**src/rtl/dac_upd_pkg.sv**
```systemverilog
package dac_upd_pkg;

    localparam int BYTE_W = 8;
    localparam int CODE_W = 12;
    localparam int FMT_W  = 3;

    // Update trigger selection; encoding is fixed by control bits 4:3
    typedef enum logic [1:0] {
        TRIG_HI_WRITE = 2'b00,
        TRIG_OVF_A    = 2'b01,
        TRIG_OVF_B    = 2'b10,
        TRIG_OVF_C    = 2'b11
    } trig_e;

    typedef struct packed {
        logic             en;
        logic [1:0]       spare;
        trig_e            trig;
        logic [FMT_W-1:0] fmt;
    } ctrl_t;

endpackage

```
**src/rtl/dac_regfile.sv**
```systemverilog
module dac_regfile
    import dac_upd_pkg::*;
#(
    parameter int              ADDR_W    = 8,
    parameter logic [ADDR_W-1:0] ADDR_LO   = 8'hD2,
    parameter logic [ADDR_W-1:0] ADDR_HI   = 8'hD3,
    parameter logic [ADDR_W-1:0] ADDR_CTRL = 8'hD4
) (
    input  logic              clk,
    input  logic              rst_n,
    input  logic              wr,
    input  logic              rd,
    input  logic [ADDR_W-1:0] addr,
    input  logic [BYTE_W-1:0] wdata,
    output logic [BYTE_W-1:0] rdata,
    output logic [BYTE_W-1:0] hi_q,
    output logic [BYTE_W-1:0] lo_q,
    output logic              en_o,
    output trig_e             trig_o,
    output logic [FMT_W-1:0]  fmt_o,
    output logic              hi_wr_stb
);

    ctrl_t ctrl_q;

    logic sel_lo, sel_hi, sel_ctrl;
    assign sel_lo   = (addr == ADDR_LO);
    assign sel_hi   = (addr == ADDR_HI);
    assign sel_ctrl = (addr == ADDR_CTRL);

    assign hi_wr_stb = wr && sel_hi;

    always_ff @(posedge clk or negedge rst_n) begin
        if (!rst_n) begin
            lo_q   <= '0;
            hi_q   <= '0;
            ctrl_q <= '0;
        end else if (wr) begin
            if (sel_lo) lo_q <= wdata;
            if (sel_hi) hi_q <= wdata;
            if (sel_ctrl) begin
                ctrl_q.en    <= wdata[7];
                ctrl_q.spare <= 2'b00;
                ctrl_q.trig  <= trig_e'(wdata[4:3]);
                ctrl_q.fmt   <= wdata[FMT_W-1:0];
            end
        end
    end

    always_comb begin
        rdata = '0;
        if (rd) begin
            unique case (1'b1)
                sel_lo:   rdata = lo_q;
                sel_hi:   rdata = hi_q;
                sel_ctrl: rdata = ctrl_q;
                default:  rdata = '0;
            endcase
        end
    end

    assign en_o   = ctrl_q.en;
    assign trig_o = ctrl_q.trig;
    assign fmt_o  = ctrl_q.fmt;

    AST_SPARE_ZERO: assert property (@(posedge clk) disable iff (!rst_n)
        (rd && sel_ctrl) |-> (rdata[6:5] == 2'b00));

    AST_EN_FOLLOWS: assert property (@(posedge clk) disable iff (!rst_n)
        (wr && sel_ctrl) |=> (en_o == $past(wdata[7])));

endmodule

```
**src/rtl/dac_trig_sel.sv**
```systemverilog
module dac_trig_sel
    import dac_upd_pkg::*;
(
    input  logic  clk,
    input  logic  rst_n,
    input  trig_e trig,
    input  logic  hi_wr_stb,
    input  logic  ovf_a,
    input  logic  ovf_b,
    input  logic  ovf_c,
    output logic  load
);

    always_comb begin
        load = 1'b0;
        unique case (trig)
            TRIG_HI_WRITE: load = hi_wr_stb;
            TRIG_OVF_A:    load = ovf_a;
            TRIG_OVF_B:    load = ovf_b;
            TRIG_OVF_C:    load = ovf_c;
            default:       load = 1'b0;
        endcase
    end

    AST_HIWR_LOADS: assert property (@(posedge clk) disable iff (!rst_n)
        (trig == TRIG_HI_WRITE && hi_wr_stb) |-> load);

    AST_TIMER_SRC: assert property (@(posedge clk) disable iff (!rst_n)
        (trig != TRIG_HI_WRITE && load) |-> (ovf_a || ovf_b || ovf_c));

endmodule

```
**src/rtl/dac_packer.sv**
```systemverilog
module dac_packer
    import dac_upd_pkg::*;
#(
    parameter int B_W = BYTE_W,
    parameter int C_W = CODE_W,
    parameter int F_W = FMT_W
) (
    input  logic [B_W-1:0] hi,
    input  logic [B_W-1:0] lo,
    input  logic [F_W-1:0] fmt,
    output logic [C_W-1:0] code
);

    localparam int MAX_SHIFT = 2*B_W - C_W;
    localparam int NUM_FMT   = MAX_SHIFT + 1;

    logic [2*B_W-1:0] joined;
    logic [C_W-1:0]   cand [NUM_FMT];

    assign joined = {hi, lo};

    // One alignment variant per shift amount
    for (genvar k = 0; k < NUM_FMT; k++) begin : g_align
        assign cand[k] = joined[k +: C_W];
    end

    always_comb begin
        code = cand[MAX_SHIFT];
        for (int k = 0; k < MAX_SHIFT; k++) begin
            if (int'(fmt) == k) code = cand[k];
        end
    end

endmodule

```
**src/rtl/dac_update_ctrl.sv**
```systemverilog
module dac_update_ctrl
    import dac_upd_pkg::*;
(
    input  logic              clk,
    input  logic              rst_n,
    input  logic              bus_wr,
    input  logic              bus_rd,
    input  logic [7:0]        bus_addr,
    input  logic [BYTE_W-1:0] bus_wdata,
    output logic [BYTE_W-1:0] bus_rdata,
    input  logic              tmr_ovf_a,
    input  logic              tmr_ovf_b,
    input  logic              tmr_ovf_c,
    output logic              dac_en,
    output logic [CODE_W-1:0] dac_code
);

    logic [BYTE_W-1:0] hi_q, lo_q, pack_hi;
    logic [FMT_W-1:0]  fmt;
    trig_e             trig;
    logic              hi_wr_stb, load;
    logic [CODE_W-1:0] packed_code;

    dac_regfile u_regs (
        .clk       (clk),
        .rst_n     (rst_n),
        .wr        (bus_wr),
        .rd        (bus_rd),
        .addr      (bus_addr),
        .wdata     (bus_wdata),
        .rdata     (bus_rdata),
        .hi_q      (hi_q),
        .lo_q      (lo_q),
        .en_o      (dac_en),
        .trig_o    (trig),
        .fmt_o     (fmt),
        .hi_wr_stb (hi_wr_stb)
    );

    dac_trig_sel u_trig (
        .clk       (clk),
        .rst_n     (rst_n),
        .trig      (trig),
        .hi_wr_stb (hi_wr_stb),
        .ovf_a     (tmr_ovf_a),
        .ovf_b     (tmr_ovf_b),
        .ovf_c     (tmr_ovf_c),
        .load      (load)
    );

    // In high-write mode the fresh byte is packed in the same cycle
    assign pack_hi = (trig == TRIG_HI_WRITE && hi_wr_stb) ? bus_wdata : hi_q;

    dac_packer u_pack (
        .hi   (pack_hi),
        .lo   (lo_q),
        .fmt  (fmt),
        .code (packed_code)
    );

    always_ff @(posedge clk or negedge rst_n) begin
        if (!rst_n) dac_code <= '0;
        else if (load) dac_code <= packed_code;
    end

    AST_CODE_HOLD: assert property (@(posedge clk) disable iff (!rst_n)
        !load |=> $stable(dac_code));

    AST_FMT_NO_EFFECT: assert property (@(posedge clk) disable iff (!rst_n)
        (bus_wr && bus_addr == 8'hD4 && !load) |=> $stable(dac_code));

endmodule

```
**config.mk**
```make
export PLATFORM = sky130hd
export DESIGN_NAME = dac_update_ctrl
export DESIGN_NICKNAME = d
export VERILOG_FILES = /design/src/rtl/dac_upd_pkg.sv /design/src/rtl/dac_regfile.sv /design/src/rtl/dac_trig_sel.sv /design/src/rtl/dac_packer.sv /design/src/rtl/dac_update_ctrl.sv
export SDC_FILE = /design/constraint.sdc
export NUM_CORES = 1
export LEC_CHECK = 0
export BUFFER_PORTS_ARGS = -buffer_cell sky130_fd_sc_hd__buf_2
export CAP_MARGIN = 40
export CORE_MARGIN = 2
export CORE_UTILIZATION = 59
export CTS_CLUSTER_DIAMETER = 200
export CTS_CLUSTER_SIZE = 25
export DETAILED_ROUTE_END_ITERATION = 10
export PLACE_DENSITY = 0.85
export SYNTH_ARGS = -nofsm -noshare
export SYNTH_HDL_FRONTEND = slang
export SYNTH_SLANG_ARGS = --single-unit
```
**constraint.sdc**
```tcl
create_clock -name clk -period 5.2 [get_ports clk]
set_input_delay 0.78 -clock clk [delete_from_list [all_inputs] [get_ports clk]]
set_output_delay 0.78 -clock clk [all_outputs]
set_load 0.02 [all_outputs]
```
## Word level (Yosys, flattened, before mapping)

Index checks and enable logic that the tools add are counted.

- Register bits: 34
- Output and inout port bits: 21
- Logic and storage cells: 30

- Equality and inequality tests: 9
- Multiplexer cells: 8
- Reduce and logical (&&, ||, !) cells: 7

Operators with widths:

| cell | number |
|---|---|
| 2-to-1 mux 12 bit | 4 |
| equality test 8 bit, second input constant | 3 |
| case mux 8 bit (3 select lines) | 1 |
| 2-to-1 mux 8 bit | 2 |
| equality test 3 bit, second input constant | 2 |
| AND reduction 2 bit | 3 |
| equality test 2 bit, second input constant | 2 |
| case mux 1 bit (4 select lines) | 1 |
| equality test 3 x 2 -> 1 bit, second input constant | 1 |
| logical NOT 3 bit | 1 |
| equality test 2 x 1 -> 1 bit, second input constant | 1 |
| logical AND 1 bit | 2 |
| logical NOT 2 bit | 1 |

## Longest topological paths before layout

Gate-level depths: netlist of run 1.

- Word-level depth: 8
- Gate-level depth with buffers: 7

## Hierarchy

Synthesis of run 1 repeated with hierarchy kept, for this count alone.

- Cell total of the unflattened synthesis: 160
- Area, all modules: 2024.4 um^2

Modules (own cells, without submodules):

| module | times used | cells an instance | area each (um^2) |
|---|---|---|---|
| dac_regfile | 1 | 81 | 1103.6 |
| dac_update_ctrl | 1 | 34 | 549.3 |
| dac_packer | 1 | 44 | 349.1 |
| dac_trig_sel | 1 | 1 | 22.5 |

## Least setup slack after synthesis of run 1

Ideal clock, no wire load.

- Path kind: input -> output
- Start: in bus_addr[5]
- End: out bus_rdata[0]
- Data arrival time: 2.145 ns
- Data required time: 4.420 ns
- Slack: 2.275 ns
- Stages: 5
- Buffers on the path: 0
- Path through: and4bb_2 > nand3b_1 > nor3b_2 > o31ai_1 > nor2_1

- Word-level cells in the longest chain between the ends: 3
- Elaborated cells between the ends (all ways): 5
- Classes of those cells: eq/ne (3); mux (2)

Ends and longest elaborated chain:

| what | line | source |
|---|---|---|
| start: declaration | dac_update_ctrl.sv:8 | `input logic [7:0] bus_addr,` |
| equality test 8 bit (on tied branches) | dac_regfile.sv:29, dac_regfile.sv:27, dac_regfile.sv:28 |  |
| case mux 8 bit (3 select lines) * | dac_regfile.sv:53 | `unique case (1'b1)` |
| 2-to-1 mux 8 bit * | dac_regfile.sv:52 | `if (rd) begin` |
| end: declaration | dac_update_ctrl.sv:10 | `output logic [BYTE_W-1:0] bus_rdata,` |

Mark *: on every way between the ends. The rest lies on a longest branch, timed or not.

## Final worst setup path of run 1

- Start: in bus_addr[5]
- End: out bus_rdata[2]

The elaborated chain is that of the path after synthesis.

==> out/metrics.cfg, run 1 <==
[global_routing]
grt_use_total = 0.266
antenna_found_initial = 0
grt_pass1_vias = 1674
grt_max_degree = 35
grt_pass1_wl_mm = 8.07
grt_overflow = 0

[routing]
route.detailed.wl_per_inst_um = 17.0
drc = 0
drtAntennaViolNets = 0
wl_mm = 4.85
dr.first_iter.drc_count = 161
dr.pass1.iters = 5
vias = 1822
vias_per_cell = 6.39

[final_layout]
final_cell_mix = buf_2 (43), dfrtp_1 (34), mux2_2 (29)
nFillCells = 283
area_delta_synth_final_pct = 13.8
final_core_util = 0.707
final_layout_size_suffix_gt1_frac = 0.381
multiInputGateArea_um2 = 1180
final_common_cell = buf_2
nets = 261
final_area_um2 = 2380
diodes = 0
regArea_um2 = 851
instances_no_fill = 285

[power_and_ir_drop]
p_leak_nw = 1.09
total_power_mw = 0.664
cellPowerDensity_nw_per_um2 = 279
ir_drop_mv = 0.181

[sta]
rsz0062_at_grt = false
tns_ns = 0
maxSlewHeadroom = 0.487
max_slew.worst_pin.slew_ns = 0.763
period_share = 0.643
max_freq_ghz = 0.299
fin_worst_skew_ns = 0.0199
drv_slew = 0
hold_violations = 0
finalCriticalPeriod_ns = 3.34
setup_viol = 0

[cts]
cts_tree = done
cts_resized = 0
cts.clk_slew.worst_paths_ns = 0.10
clkSinkCount = 34
cts-root-buf = clkbuf_4
clk_latency_ns = 0.36
clk_path_buf_depth = 2
cts_hold_buf = 0
post-cts-setup-buffers = 0
htree_levels = 2
cts_buffers = 5

[yosys]
synthTopCellsByArea = dfrtp_1 (41%), mux2_2 (16%), mux2i_1 (4.8%)
synth_flop_cell = dfrtp_1
postSynth.asyncResetShare = 1.00
synth_edf_count = 0
synth_fp_nets = 220
syn_avg_cell_area_um2 = 10.6
synth-seq-cells = 34
ys_seq_area_frac = 0.407
yosysWarnings = 0
syn_area_um2 = 2090
synth_cells = 197
synth_top_cell_area_share = 0.407
yosysTopAreaCell = dfrtp_1
synth_cell_type_count = 38

[critical_path]
critPathCaptureType = primary output
cpLargestDelayFamily = simple AND/OR/NAND/NOR gates
max_stage_delay_ns = 0.57
cp_common_cell = buf_2
r2r_slack_ns = 2.99
critical_path_buf_inv_count = 2
cp_cell_sequence = buf_2, and4bb_2, nand3b_1, nor3b_2, o31ai_1, nor2_1, buf_2
crit_required_ns = 4.42
arrival_ns = 2.56
slowest_stage = nor3b_2
startpoint_type = input pin
critPathKind = in -> out
cp_max_fo = 10

[floorplan]
die_h_um = 63.5
core_um2 = 3360
num_io_pins = 44
num_rows = 21
dieArea_um2 = 4040
start_util = 0.622
die_x_um = 63.5

[hold_path]
hold_path.class = in -> async

[placed_design]
place_congestion = 0.893
hpwl_mm = 3.56
port_buffers = 43
place_inst = 277
postPlaceCellArea_um2 = 2320

[job]
drv_cap = 0

[status]
outcome = finished, final reports clean

==> where the power goes <==
group | switching, mW | total (mW) | internal, mW | leakage [nW]
Sequential | 0.0302 | 0.335 | 0.305 | 0.455
Clock | 0.0901 | 0.155 | 0.0654 | 0.0353
Combinational | 0.103 | 0.174 | 0.0702 | 0.602
==> final cells by class <==
type	count	area share
clock buffer	7	0.0231
multi-input combinational	151	0.498
timing repair buffer	43	0.0905
clock inverter	1	0.00210
sequential	34	0.358
tap	46	0.0242
inverter	3	0.00473
==> worst reg2reg max path, delay by kind of cell, from the launching register on <==
kind             cells  cell delay (ns)
AO/OA/AOI/OAI        2             0.43
flip-flops           1             0.45
multiplexers         1             0.59
AND/OR/NAND/NOR      2             0.58
==> through the flow <==
step | hold WS, ns | worst slack, ns
2_1_floorplan | 0.484 | 2.28
3_3_place_gp | 0.464 | 2.02
3_5_place_dp | 0.461 | 1.91
4_1_cts | 0.485 | 1.89
5_1_grt | 0.514 | 1.72
6_report | 0.475 | 1.86
==> per-layer routing <==
metal  share of wire  routed length [µm]  global-route usage  vias to the layer above
met5               0                   0                   0                        -
met4           0.036                 174               0.133                        0
met3           0.083                 401              0.0821                       21
met2            0.46                2240               0.389                       93
met1            0.42                2030               0.355                      856
li1                -                   -                   -                      852
==> Yosys cell counts (4+ instances only) <==
master	count
a211oi_1	6
a21oi_1	5
a222oi_1	6
a22oi_1	6
a31oi_1	5
clkbuf_1	4
dfrtp_1	34
mux2_2	29
mux2i_1	10
mux4_2	4
nand2_1	15
nor2_1	24
nor2b_1	5
o21ai_0	4
==> cells by family after synthesis <==
logic type,count (synthesis),synth area share
AND/OR/NAND/NOR,61,0.154
multiplexers,43,0.247
buffers and inverters,12,0.0269
AO/OA/AOI/OAI,47,0.165
flip-flops,34,0.407
==> state kept, by name (all words and copies together) (netlist names) <==
signal and flops:
dac_code 12, u_regs.hi_q 8, u_regs.lo_q 8, u_regs.fmt_o 3, u_regs.trig_o 2, u_regs.en_o 1
==> worst paths after layout <==
path                                  start           end  cells after the start
max                             bus_addr[5]  bus_rdata[2]                      7
min                                   rst_n   dac_code[3]                      1
max reg2reg                u_regs.trig_o[0]   dac_code[6]                      5
min reg2reg                     dac_code[5]   dac_code[5]                      2
max in group asynchronous             rst_n   dac_code[1]                      1
min in group clk                dac_code[5]   dac_code[5]                      2
Note: power is estimated with default switching activity, not from simulation.
==> run 2, diff against run 1 <==
CORE_UTILIZATION = 54   (was 59)
PLACE_DENSITY = 0.79   (was 0.85)
clock period = 3.47 ns   (was 5.2 ns; I/O delays follow)
==> out/metrics.cfg, run 2 (same netlist as run 1, synthesis figures left out) <==
[placed_design]
hpwl_mm = 3.63  ; was 3.56 mm
place_congestion = 0.946  ; was 0.893
pre_cts_slack_ns = 0.798  ; was 1.91 ns
port_buffers = 43  ; unchanged

[routing]
wl_mm = 4.83  ; was 4.85 mm
vias_per_cell = 6.30  ; was 6.39
vias = 1815  ; was 1822
dr.first_iter.drc_count = 135  ; was 161
route.detailed.wl_per_inst_um = 16.8  ; was 17.0 µm
drtAntennaViolNets = 0  ; unchanged
dr.pass1.iters = 5  ; unchanged
drc = 0  ; unchanged

[sta]
rsz0062_at_grt = false  ; unchanged
fin_ws_ns = 0.795  ; was 1.86 ns
hold_violations = 0  ; unchanged
fin_worst_skew_ns = 0.00615  ; was 0.0199 ns
maxSlewHeadroom = 0.487  ; about the same
setup_viol = 0  ; unchanged
drv_slew = 0  ; unchanged
max_slew.worst_pin.slew_ns = 0.770  ; was 0.763 ns
finalCriticalPeriod_ns = 2.68
max_freq_ghz = 0.374
tns_ns = 0  ; unchanged
period_share = 0.771

[hold_path]
hold_path.class = in -> async  ; unchanged

[critical_path]
startpoint_type = input pin  ; unchanged
cp_common_cell = buf_2  ; unchanged
cp_cell_sequence = buf_2, and4bb_2, nand3b_1, nor3b_2, buf_4, o31ai_1, nor2_1, buf_2  ; was buf_2, and4bb_2, nand3b_1, nor3b_2, o31ai_1, nor2_1, buf_2
cpLargestDelayFamily = compound AO/OA/AOI/OAI gates  ; was simple AND/OR/NAND/NOR gates
critical_path_buf_inv_count = 3  ; was 2
r2r_start = u_regs.trig_o[1]  ; was u_regs.trig_o[0]
slowest_stage = o31ai_1  ; was nor3b_2
startpoint = bus_addr[6]  ; was bus_addr[5]
arrival_ns = 2.15  ; was 2.56 ns
critPathKind = in -> out  ; unchanged
max_stage_delay_ns = 0.61  ; was 0.57 ns
critPathCaptureType = primary output  ; unchanged
crit_required_ns = 2.95  ; was 4.42 ns
cp_max_fo = 10  ; unchanged

[final_layout]
area_delta_synth_final_pct = 16.6  ; was 13.8%
final_common_cell = buf_2  ; unchanged
final_layout_size_suffix_gt1_frac = 0.383  ; was 0.381
nets = 262  ; was 261
largest_register_ff_count = 12  ; unchanged
reg.largest.list = dac_code (12), u_regs.hi_q (8), u_regs.lo_q (8)  ; unchanged
final_cell_mix = buf_2 (43), dfrtp_1 (34), mux2_2 (29)  ; unchanged
diodes = 0  ; unchanged
top_register = dac_code  ; unchanged

[cts]
clkSinkCount = 34  ; unchanged
cts_buffers = 5  ; unchanged
post-cts-setup-buffers = 0  ; unchanged
cts-root-buf = clkbuf_8  ; was clkbuf_4
cts_hold_buf = 0  ; unchanged
clk_latency_ns = 0.29  ; was 0.36 ns
clk_path_buf_depth = 2  ; unchanged
cts.clk_slew.worst_paths_ns = 0.07  ; was 0.10 ns
htree_levels = 2  ; unchanged
cts_tree = done  ; unchanged
cts_resized = 0  ; unchanged

[floorplan]
dieArea_um2 = 4390  ; was 4040 µm²
start_util = 0.567  ; was 0.622
core_um2 = 3690  ; was 3360 µm²
num_io_pins = 44  ; unchanged
die_h_um = 66.2  ; was 63.5 µm
die_x_um = 66.2  ; was 63.5 µm
num_rows = 22  ; was 21

[global_routing]
grt_max_degree = 35  ; unchanged
grt_pass1_vias = 1655  ; was 1674
grt_overflow = 0  ; unchanged
grt_use_total = 0.242  ; was 0.266
antenna_found_initial = 0  ; unchanged
grt_pass1_wl_mm = 7.98  ; was 8.07 mm

[job]
drv_cap = 0  ; unchanged

[status]
outcome = finished, final reports clean  ; unchanged

[power_and_ir_drop]
cellPowerDensity_nw_per_um2 = 460  ; was 279 nW/µm²
ir_drop_mv = 0.284  ; was 0.181 mV
p_leak_nw = 1.11  ; was 1.09 nW

run 2: area by class of cell:
cell class	count	area, µm²
clock inverters	2	37.5
flip-flops and latches	34	851
repair buffers	44	223
clock buffers	6	72.6
inverters	3	11.3
well taps	48	60.1
fillers	328	1250
multi-input cells	151	1180
run 2: worst paths after layout:
| kind | endpoint | slack [ns] | cells after the start |
|---|---|---|---|
| max | bus_rdata[1] | 0.79 | 8 |
| max in group asynchronous | u_regs.hi_q[3] | 2.71 | 1 |
| max reg2reg | dac_code[6] | 1.31 | 5 |
| min reg2reg | dac_code[9] | 0.49 | 2 |
| min | dac_code[4] | 0.28 | 1 |
| min in group clk | dac_code[9] | 0.49 | 2 |
run 2: metrics by stage:
| step | power (mW) | instances | hold WS, ns | util | area [µm²] |
|---|---|---|---|---|---|
| CTS | 1.13 | 288 | 0.308 | 0.661 | 2440 |
| global placement | 0.767 | 280 | 0.458 | 0.631 | 2330 |
| floorplan | 0.671 | 197 | 0.225 | - | 2090 |
| global route | 1.18 | 288 | 0.345 | 0.661 | 2440 |
| finish | 1.12 | 288 | 0.284 | 0.661 | 2440 |
| detailed placement | 0.775 | 280 | 0.467 | 0.631 | 2330 |
run 2: report_power, final:
part	internal, mW	switching (mW)
sequential	0.457	0.0449
combinational	0.105	0.158
clock	0.214	0.143
total	0.777	0.346
run 2: routing by layer:
metal	vias to the layer above	part of all wire	GRT usage
met1	866	0.42	0.310
li1	844	-	-
met3	13	0.087	0.0664
met2	92	0.47	0.396
met4	0	0.021	0.0791
met5	-	0	0
==> run 3, diff against run 2 <==
clock period = 2.7 ns   (was 3.47 ns; I/O delays follow)
==> out/metrics.cfg, run 3 (same netlist as run 1, synthesis figures left out) <==
[sta]
maxSlewHeadroom = 0.510  ; was 0.487
period_share = 0.825
hold_violations = 0  ; unchanged
tns_ns = 0  ; unchanged
drv_slew = 0  ; unchanged
fin_worst_skew_ns = 0.00290  ; was 0.00615 ns
setup_viol = 0  ; unchanged
rsz0062_at_grt = false  ; unchanged
max_slew.worst_pin.slew_ns = 0.734  ; was 0.770 ns
finalCriticalPeriod_ns = 2.23
max_freq_ghz = 0.449

[cts]
clk_latency_ns = 0.30  ; was 0.29 ns
cts_buffers = 5  ; unchanged
cts-root-buf = clkbuf_8  ; unchanged
htree_levels = 2  ; unchanged
clk_path_buf_depth = 2  ; unchanged
cts.clk_slew.worst_paths_ns = 0.06  ; was 0.07 ns
cts_tree = done  ; unchanged
post-cts-setup-buffers = 0  ; unchanged
cts_hold_buf = 0  ; unchanged
clkSinkCount = 34  ; unchanged
cts_resized = 0  ; unchanged

[power_and_ir_drop]
cellPowerDensity_nw_per_um2 = 563  ; was 460 nW/µm²
ir_drop_mv = 0.336  ; was 0.284 mV
p_leak_nw = 1.14  ; was 1.11 nW

[floorplan]
die_x_um = 66.2  ; unchanged
start_util = 0.567  ; unchanged
core_um2 = 3690  ; unchanged
die_h_um = 66.2  ; unchanged
dieArea_um2 = 4390  ; unchanged
num_rows = 22  ; unchanged
num_io_pins = 44  ; unchanged

[placed_design]
hpwl_mm = 3.75  ; was 3.63 mm
port_buffers = 43  ; unchanged
place_congestion = 0.944  ; was 0.946

[critical_path]
critPathKind = in -> out  ; unchanged
max_stage_delay_ns = 0.35  ; was 0.61 ns
cp_max_fo = 10  ; unchanged
crit_required_ns = 2.30  ; was 2.95 ns
cpLargestDelayFamily = simple AND/OR/NAND/NOR gates  ; was compound AO/OA/AOI/OAI gates
slowest_stage = and2_1  ; was o31ai_1
cp_common_cell = buf_2  ; unchanged
arrival_ns = 1.82  ; was 2.15 ns
critical_path_buf_inv_count = 3  ; unchanged
startpoint_type = input pin  ; unchanged
cp_cell_sequence = buf_2, and4bb_2, and2_1, o31ai_1, buf_4, nor2_1, buf_2  ; was buf_2, and4bb_2, nand3b_1, nor3b_2, buf_4, o31ai_1, nor2_1, buf_2
critPathCaptureType = primary output  ; unchanged

[final_layout]
area_delta_synth_final_pct = 17.5  ; was 16.6%
nets = 267  ; was 262
largest_register_ff_count = 12  ; unchanged
final_core_util = 0.666  ; was 0.661
top_register = dac_code  ; unchanged
diodes = 0  ; unchanged
final_layout_size_suffix_gt1_frac = 0.396  ; was 0.383
final_common_cell = buf_2  ; unchanged
reg.largest.list = dac_code (12), u_regs.hi_q (8), u_regs.lo_q (8)  ; unchanged
final_cell_mix = buf_2 (43), dfrtp_1 (34), mux2_2 (29)  ; unchanged

[routing]
vias_per_cell = 6.15  ; was 6.30
route.detailed.wl_per_inst_um = 17.1  ; was 16.8 µm
vias = 1803  ; was 1815
dr.pass1.iters = 5  ; unchanged
wl_mm = 5.01  ; was 4.83 mm
drtAntennaViolNets = 0  ; unchanged
dr.first_iter.drc_count = 123  ; was 135
drc = 0  ; unchanged

[job]
drv_cap = 0  ; unchanged

[status]
outcome = finished, final reports clean  ; unchanged

[hold_path]
hold_path.class = in -> async  ; unchanged

[global_routing]
grt_max_degree = 35  ; unchanged
antenna_found_initial = 0  ; unchanged
grt_pass1_wl_mm = 8.35  ; was 7.98 mm
grt_use_total = 0.260  ; was 0.242
grt_pass1_vias = 1694  ; was 1655
grt_overflow = 0  ; unchanged

run 3: worst paths after layout:
check | from | to | slack (ns) | cells past startpoint
min | rst_n | u_regs.hi_q[6] | 0.16 | 1
min reg2reg | dac_code[5] | dac_code[5] | 0.49 | 2
min in group clk | bus_wdata[7] | u_regs.en_o | 0.39 | 2
max in group asynchronous | rst_n | u_regs.trig_o[1] | 2.06 | 1
max | bus_addr[2] | bus_rdata[2] | 0.47 | 7
max reg2reg | u_regs.trig_o[1] | dac_code[6] | 0.67 | 5
run 3: stage by stage:
stage	hold WS (ns)	cell area [µm²]	std cells	power, mW	setup WS [ns]
6_report	0.161	2460	293	1.38	0.473
5_1_grt	0.241	2460	293	1.45	0.424
4_1_cts	0.205	2460	293	1.39	0.512
3_5_place_dp	0.468	2370	285	1.00	0.518
3_3_place_gp	0.455	2370	285	0.990	0.528
2_1_floorplan	0.109	2090	197	0.862	0.525
run 3: area by class of cell:
| class | count | area (µm²) |
|---|---|---|
| clock buffers | 7 | 86.3 |
| clock inverters | 1 | 5.00 |
| fillers | 311 | 1230 |
| inverters | 3 | 11.3 |
| multi-input cells | 151 | 1180 |
| flip-flops and latches | 34 | 851 |
| well taps | 48 | 60.1 |
| repair buffers | 49 | 260 |
run 3: worst reg2reg max path, delay by kind of cell, from the launching register on:
family          cells  cell delay, ns
simple gates        2            0.53
mux                 1            0.53
compound gates      2            0.41
flops               1            0.42
run 3: per-layer routing:
metal / GRT usage / vias to the layer above / part of all wire
met3: 0.0818 / 12 / 0.073
met5: 0 / - / 0
met4: 0.0893 / 0 / 0.026
met1: 0.356 / 848 / 0.44
li1: - / 856 / -
met2: 0.390 / 87 / 0.46
run 3: power by group:
group | internal, mW | switching [mW] | total [mW]
combinational | 0.137 | 0.213 | 0.350
sequential | 0.588 | 0.0512 | 0.639
clock | 0.205 | 0.187 | 0.393
